===== src/rtl/cos_pkg.sv =====
package cos_pkg;
  localparam int REG_AW = 2;
  localparam int REG_DW = 8;

  typedef enum logic [REG_AW-1:0] {
    RA_CTRL   = 2'd0,
    RA_CLEAR  = 2'd1,
    RA_STATUS = 2'd2
  } reg_addr_e;
endpackage


===== src/rtl/cos_sync.sv =====
module cos_sync #(
  parameter int W = 8
) (
  input  logic         clk,
  input  logic         rst_n,
  input  logic [W-1:0] d_async,
  output logic [W-1:0] d_sync
);
  logic [W-1:0] stage1_q;
  logic [W-1:0] stage2_q;

  always_ff @(posedge clk) begin
    if (!rst_n) begin
      stage1_q <= '0;
      stage2_q <= '0;
    end else begin
      stage1_q <= d_async;
      stage2_q <= stage1_q;
    end
  end

  assign d_sync = stage2_q;
endmodule


===== src/rtl/cos_detect.sv =====
module cos_detect #(
  parameter int W = 8
) (
  input  logic         clk,
  input  logic         rst_n,
  input  logic         det_en,
  input  logic [W-1:0] cur,
  input  logic         clr_wr,
  output logic         flag
);
  logic [W-1:0] prev_q;
  logic         flag_q;
  logic         hit;

  // The previous-sample register follows the current sample on every cycle.
  // Arming therefore compares against an up-to-date sample and cannot fire
  // a false event.
  always_ff @(posedge clk) begin
    if (!rst_n) prev_q <= '0;
    else        prev_q <= cur;
  end

  assign hit = det_en && (cur != prev_q);

  // A set takes priority over a clear on the same edge.
  always_ff @(posedge clk) begin
    if (!rst_n)      flag_q <= 1'b0;
    else if (hit)    flag_q <= 1'b1;
    else if (clr_wr) flag_q <= 1'b0;
  end

  assign flag = flag_q;

  AST_FLAG_HOLD: assert property (@(posedge clk) disable iff (!rst_n)
    (flag_q && !clr_wr) |=> flag_q);
  AST_CLEAR_DROPS: assert property (@(posedge clk) disable iff (!rst_n)
    (clr_wr && !det_en) |=> !flag_q);
  AST_DISABLED_NO_SET: assert property (@(posedge clk) disable iff (!rst_n)
    (!det_en && !flag_q) |=> !flag_q);
endmodule


===== src/rtl/cos_regs.sv =====
module cos_regs
  import cos_pkg::*;
#(
  parameter int NUM_GROUPS = 2
) (
  input  logic                  clk,
  input  logic                  rst_n,
  input  logic                  wr_en,
  input  logic [REG_AW-1:0]     wr_addr,
  input  logic [REG_DW-1:0]     wr_data,
  input  logic [REG_AW-1:0]     rd_addr,
  output logic [REG_DW-1:0]     rd_data,
  input  logic                  flag,
  input  logic [NUM_GROUPS-1:0] ext_lvl,
  output logic                  det_en,
  output logic                  clr_wr
);
  logic det_en_q;

  always_ff @(posedge clk) begin
    if (!rst_n)                            det_en_q <= 1'b0;
    else if (wr_en && wr_addr == RA_CTRL)  det_en_q <= wr_data[0];
  end

  assign det_en = det_en_q;
  assign clr_wr = wr_en && (wr_addr == RA_CLEAR);

  always_comb begin
    rd_data = '0;
    if (rd_addr == RA_CTRL) begin
      rd_data[0] = det_en_q;
    end else if (rd_addr == RA_STATUS) begin
      rd_data[0]            = flag;
      rd_data[NUM_GROUPS:1] = ext_lvl;
    end
  end
endmodule


===== src/rtl/cos_irq_ctrl.sv =====
module cos_irq_ctrl
  import cos_pkg::*;
#(
  parameter int GROUP_W    = 24,
  parameter int NUM_GROUPS = 2,
  parameter int EXT_BIT    = 19
) (
  input  logic                            clk,
  input  logic                            rst_n,
  input  logic [GROUP_W*NUM_GROUPS-1:0]   din,
  input  logic [NUM_GROUPS-1:0]           strap_en,
  input  logic                            wr_en,
  input  logic [REG_AW-1:0]               wr_addr,
  input  logic [REG_DW-1:0]               wr_data,
  input  logic [REG_AW-1:0]               rd_addr,
  output logic [REG_DW-1:0]               rd_data,
  output logic                            irq
);
  localparam int DATA_W = GROUP_W * NUM_GROUPS;

  logic [DATA_W-1:0]     cur;
  logic [NUM_GROUPS-1:0] ext_lvl;
  logic                  flag;
  logic                  det_en;
  logic                  clr_wr;

  cos_sync #(.W(DATA_W)) sync_i (
    .clk(clk), .rst_n(rst_n), .d_async(din), .d_sync(cur)
  );

  // Tap the designated bit of each port group as an external level source.
  for (genvar g = 0; g < NUM_GROUPS; g++) begin : g_ext
    assign ext_lvl[g] = cur[g*GROUP_W + EXT_BIT];
  end

  cos_detect #(.W(DATA_W)) det_i (
    .clk(clk), .rst_n(rst_n), .det_en(det_en), .cur(cur),
    .clr_wr(clr_wr), .flag(flag)
  );

  cos_regs #(.NUM_GROUPS(NUM_GROUPS)) regs_i (
    .clk(clk), .rst_n(rst_n), .wr_en(wr_en), .wr_addr(wr_addr),
    .wr_data(wr_data), .rd_addr(rd_addr), .rd_data(rd_data),
    .flag(flag), .ext_lvl(ext_lvl), .det_en(det_en), .clr_wr(clr_wr)
  );

  assign irq = flag | (|(ext_lvl & strap_en));

  AST_FLAG_DRIVES_IRQ: assert property (@(posedge clk) disable iff (!rst_n)
    flag |-> irq);
  AST_STRAPLESS_QUIET: assert property (@(posedge clk) disable iff (!rst_n)
    (!flag && strap_en == '0) |-> !irq);
endmodule


===== config.mk =====
export PLATFORM = sky130hd
export DESIGN_NAME = cos_irq_ctrl
export DESIGN_NICKNAME = d
export VERILOG_FILES = /design/src/rtl/cos_pkg.sv /design/src/rtl/cos_sync.sv /design/src/rtl/cos_detect.sv /design/src/rtl/cos_regs.sv /design/src/rtl/cos_irq_ctrl.sv
export SDC_FILE = /design/constraint.sdc
export NUM_CORES = 1
export LEC_CHECK = 0
export CAP_MARGIN = 20
export CORE_ASPECT_RATIO = 0.5
export CORE_MARGIN = 1
export CORE_UTILIZATION = 25
export DETAILED_ROUTE_END_ITERATION = 8
export GPL_ROUTABILITY_DRIVEN = 0
export PLACE_DENSITY_LB_ADDON = 0.3
export SETUP_SLACK_MARGIN = 0.02
export SKIP_LAST_GASP = 1
export SYNTH_ARGS = -nofsm -noshare
export SYNTH_HDL_FRONTEND = slang
export SYNTH_SLANG_ARGS = --single-unit

===== constraint.sdc =====
create_clock -name clk -period 4.15 [get_ports clk]
set_clock_uncertainty 0.05 [all_clocks]
set_input_delay 0.83 -clock clk [delete_from_list [all_inputs] [get_ports clk]]
set_output_delay 0.83 -clock clk [all_outputs]
set_load 0.01 [all_outputs]

Yosys cells after proc, flatten, opt, wreduce, memory -nomap -nowiden:

Index checks and enable logic that the tools add are counted.

* register bits: 146
* input port bits: 65
* output and inout port bits: 9

* equality and inequality tests: 3
* multiplexer cells: 5
* bitwise gates (word level): 2
* reduce and logical (&&, ||, !) cells: 7

Operators by type and width (number)
* 48-bit inequality test: 1
* 2-bit logical NOT: 2
* 1-bit logical AND: 3
* 1-bit two-way mux: 3
* 3-bit two-way mux: 1
* 2-bit bitwise AND: 1
* 2-bit by 1-bit equality test with 1-bit output, second input constant: 1
* 2-bit equality test, second input constant: 1
* 2-bit two-way mux: 1
* 2-bit nonzero test: 1
* 2-bit OR reduction: 1
* 1-bit bitwise OR: 1

Depth between registers and ports, before layout:

* depth after elaboration: 4
* depth in mapped cells: 5
* mapped depth without buffers: 5

Modules after synthesis:

Synthesis repeated with hierarchy kept, for this count alone.

* cell total of the unflattened synthesis: 388
* area, all modules: 4581.9 sq um

By module, submodules not included
* cos_sync: instances 1, cells each 202, area each 2603.7 sq um
* cos_detect: instances 1, cells each 169, area each 1835.5 sq um
* cos_regs: instances 1, cells each 16, area each 132.6 sq um
* cos_irq_ctrl: instances 1, cells each 1, area each 10.0 sq um

Worst setup path after synthesis:

Ideal clock, no wire load.

* path kind: input to output
* start point: input port strap_en[0]
* end point: output port irq
* arrival: 1.191 ns
* setup slack: 2.079 ns
* cell stages on the path: 1
* buffers on the path: 0
* cells stage by stage: a221o_2

* cells in the longest elaborated chain, start to end: 3

RTL lines
* from (decl): line cos_irq_ctrl.sv:11 `input logic [NUM_GROUPS-1:0] strap_en,`
* 2-bit bitwise AND: line cos_irq_ctrl.sv:47 `assign irq = flag | (|(ext_lvl & strap_en));`
* 2-bit OR reduction: line cos_irq_ctrl.sv:47
* 1-bit bitwise OR: line cos_irq_ctrl.sv:47
* to (decl): line cos_irq_ctrl.sv:17 `output logic irq`

No other way between the ends.

Worst setup path in the final report:

* start point: input port rd_addr[1]
* end point: output port rd_data[1]

* cells in the longest elaborated chain, start to end: 3
* elaborated cells between the ends (all ways): 4

RTL lines
* from (decl): line cos_irq_ctrl.sv:15 `input logic [REG_AW-1:0] rd_addr,`
* 2-bit equality test: line cos_regs.sv:32 `end else if (rd_addr == RA_STATUS) begin`
* 3-bit two-way mux: line cos_regs.sv:32
* 2-bit two-way mux *: line cos_regs.sv:30 `if (rd_addr == RA_CTRL) begin`
* to (decl): line cos_irq_ctrl.sv:16 `output logic [REG_DW-1:0] rd_data,`

Every way passes the cells marked *; elsewhere a longest branch is shown, timed or not.

==> summary.md <==
| Metric | Value |
|---|---|
| Clock share of power | `just under 50%` |
| Clk pin slew, worst setup/hold paths | `~0.060 ns` |
| Maxcap violations | `0` |
| Syn Area/Cell | `about 12 sq um` |
| Lkg Pwr | `between 2 and 3 nW` |
| Die area | `~19000 sq um` |
| Post-synth cell types | `25` |
| Worst-margin pin slew | `~0.9 ns` |
| Internal | `roughly 2.6 mW` |
| Design Area, Final | `approximately 6000 sq um` |
| DR WL/cell | `slightly below 10 um` |
| Ant. Diodes | `0` |
| RSZ-0062 raised after global routing | `no` |
| Setup violators final | `0` |
| Setup TNS | `0 ns` |
| Post-DP Area | `~5400 sq um` |
| Total grt overflow | `0` |
| Detail Route Antenna Nets | `0` |
| Slew margin rel. | `around two fifths` |
| Max VDD drop | `~0.22 mV` |
| Final period utilization | `72.1%` |
| Global Route Usage Sum | `around 8.0%` |
| H-tree depth | `4` |
| CTS tree | `built` |
| I/O Buffers | `61` |
| Final hold violation count | `0` |
| Pwr Density | `~530 nW/um^2` |
| Layout Nets | `523` |
| Syn Std Cell Area | `approximately 4600 sq um` |
| Reg area | `slightly below 3000 sq um` |
| Worst setup SP type | `input port` |
| Post-CTS Setup Inserts | `0` |
| Crit-path max FO | `3` |
| Combinational Power Share | `4.9%` |
| Sequential share of power | `a little under half` |
| Core ar. | `~18000 sq um` |
| CTS Sinks | `approximately 150` |
| Sequential-to-total area share from yosys stat | `63.8%` |
| Cts bufs inserted | `17` |
| Mapped Cells | `around 400` |
| Vias in the first global route | `between 2000 and 2500` |
| Final non-filler cell total | `704` |
| Most common cell after layout, fill and taps aside | `dfxtp_1` |
| HP Class | `reg2reg` |
| Drt pass-1 iters | `4` |
| Worst Path Arrival | `2.11 ns` |
| YS warnings | `0` |
| Total wire length | `6.93 mm` |
| Largest net degree at the start of global routing | `147` |
| DRC viols | `0` |
| Sw Ratio | `slightly above 20%` |
| R2R Setup Slk | `approximately 1.9 ns` |
| Std-Cell Rows | `34` |
| Clock buffer depth | `2` |
| DP HPWL | `around 4.4 mm` |
| Chip width | `roughly 190 um` |
| Placed Cells | `approximately 670` |
| Critical path endpoint category | `primary output` |
| PostCTS Resize Cnt | `0` |
| Commonest cells after routing, fill and taps aside | `146 x dfxtp_1, 143 x and2_1, 60 x clkdlybuf4s50_1` |
| Sw Pwr | `between 0.6 and 0.7 mW` |
| Required time worst endpoint | `between 3 and 4 ns` |
| Area Growth Syn to Fin | `32.2%` |
| CTS Hold Bufs | `0` |
| Via count | `2574` |
| Min Tclk post-route | `around 3.0 ns` |
| Maximum operating frequency | `around 330 MHz` |
| Root buffer cell | `clkbuf_16` |
| Total power | `about 3.2 mW` |
| Initial drt markers | `69` |
| Kind of critical path | `in2out` |
| Filler instances | `1727` |
| Status | `finished clean` |
| Initial antenna violation count | `0` |
| Die H | `roughly 98 um` |
| Vias per inst | `between 3 and 4` |
| IO Count | `74` |
| Layout cells sized above 1 | `slightly above 8%` |
| Initial core utilization | `about a quarter` |
| Clk_lat worst skew | `around 0.40 ns` |
| #FFs+latches synth | `146` |
| Slew Limit Fails | `0` |
| First-pass GRT wire length | `roughly 12 mm` |
| Multi-input gate area in the final layout | `around 1600 sq um` |
==> path summary, 6_finish.rpt <==
path | start | end | cells past startpoint
hold / removal | sync_i.stage1_q[31] | sync_i.d_sync[31] | 1
setup / recovery | rd_addr[1] | rd_data[1] | 3
hold reg to reg | sync_i.stage1_q[31] | sync_i.d_sync[31] | 1
setup reg to reg | det_i.prev_q[18] | det_i.flag | 5
==> stage by stage <==
step / utilization, % / hold WS [ns] / setup WS (ns)
2_1_floorplan: - / 0.356 / 2.08
3_3_place_gp: 30.6 / 0.364 / 1.19
3_5_place_dp: 30.6 / 0.367 / 1.16
4_1_cts: 34.1 / 0.382 / 1.16
5_1_grt: 34.3 / 0.392 / 1.06
6_report: 34.3 / 0.379 / 1.16
==> layout make-up <==
class | count | share of cell area [%]
Clock inverter | 14 | 3.35
Multi-Input combinational cell | 226 | 25.7
Sequential cell | 146 | 48.3
Timing Repair Buffer | 62 | 10.5
Clock buffer | 17 | 7.02
Inverter | 5 | 0.310
Tap cell | 234 | 4.83
==> Yosys cell counts <==
cell / count / area (sq um)
dfxtp_1: 146 / 2920
and2_1: 143 / 895
xor2_1: 40 / 350
clkbuf_1: 16 / 60.1
nor4_1: 8 / 50.1
buf_4: 5 / 37.5
inv_1: 5 / 18.8
nor2b_1: 5 / 31.3
nand4_1: 4 / 25.0
xnor2_1: 3 / 26.3
a221oi_1: 2 / 17.5
mux2i_1: 2 / 20.0
nor2_1: 2 / 7.51
nor3b_1: 2 / 15.0
a21boi_1: 1 / 7.51
a221o_2: 1 / 11.3
and2_2: 1 / 7.51
and3b_2: 1 / 10.0
conb_1: 1 / 3.75
nand2_1: 1 / 3.75
nand3b_1: 1 / 7.51
nor4_2: 1 / 12.5
nor4_4: 1 / 21.3
o221a_2: 1 / 11.3
o41ai_1: 1 / 8.76
==> per-layer routing <==
layer	vias to the layer above	wire [um]	GRT usage [%]	share of wire [%]
met2	23	3460	13.2	50
met4	0	65	4.25	0.94
li1	1348	-	-	-
met3	6	191	2.83	2.8
met5	-	0	0	0
met1	1197	3220	9.34	46
==> sequential cells by signal (all words and copies together), names as in the netlist <==
| signal | count |
|---|---|
| det_i.prev_q | 48 |
| sync_i.d_sync | 48 |
| sync_i.stage1_q | 48 |
| det_i.flag | 1 |
| regs_i.det_en | 1 |
==> cells by family after synthesis <==
group	Yosys count	synth area share [%]
other	1	0.0818
AO/OA/AOI/OAI	6	1.23
XOR/XNOR	43	8.22
multiplexers	2	0.437
AND/OR/NAND/NOR	170	23.7
buffers and inverters	26	2.54
flip-flops	146	63.8
==> power by group through the flow <==
stage	Clock [mW]	Sequential, mW	Combinational [mW]
after floorplan	0	1.51	0.0899
after global placement	0	1.51	0.160
after detailed placement	0	1.51	0.161
final	1.59	1.48	0.159
after global routing	1.71	1.49	0.179
after CTS	1.65	1.48	0.162
==> worst max-delay path, cell delays in order <==
cell and delay [ns]:
clkdlybuf4s50_1 0.51, nor3b_1 0.20, clkdlybuf4s50_1 0.57
(Power assumes the default switching activity.)
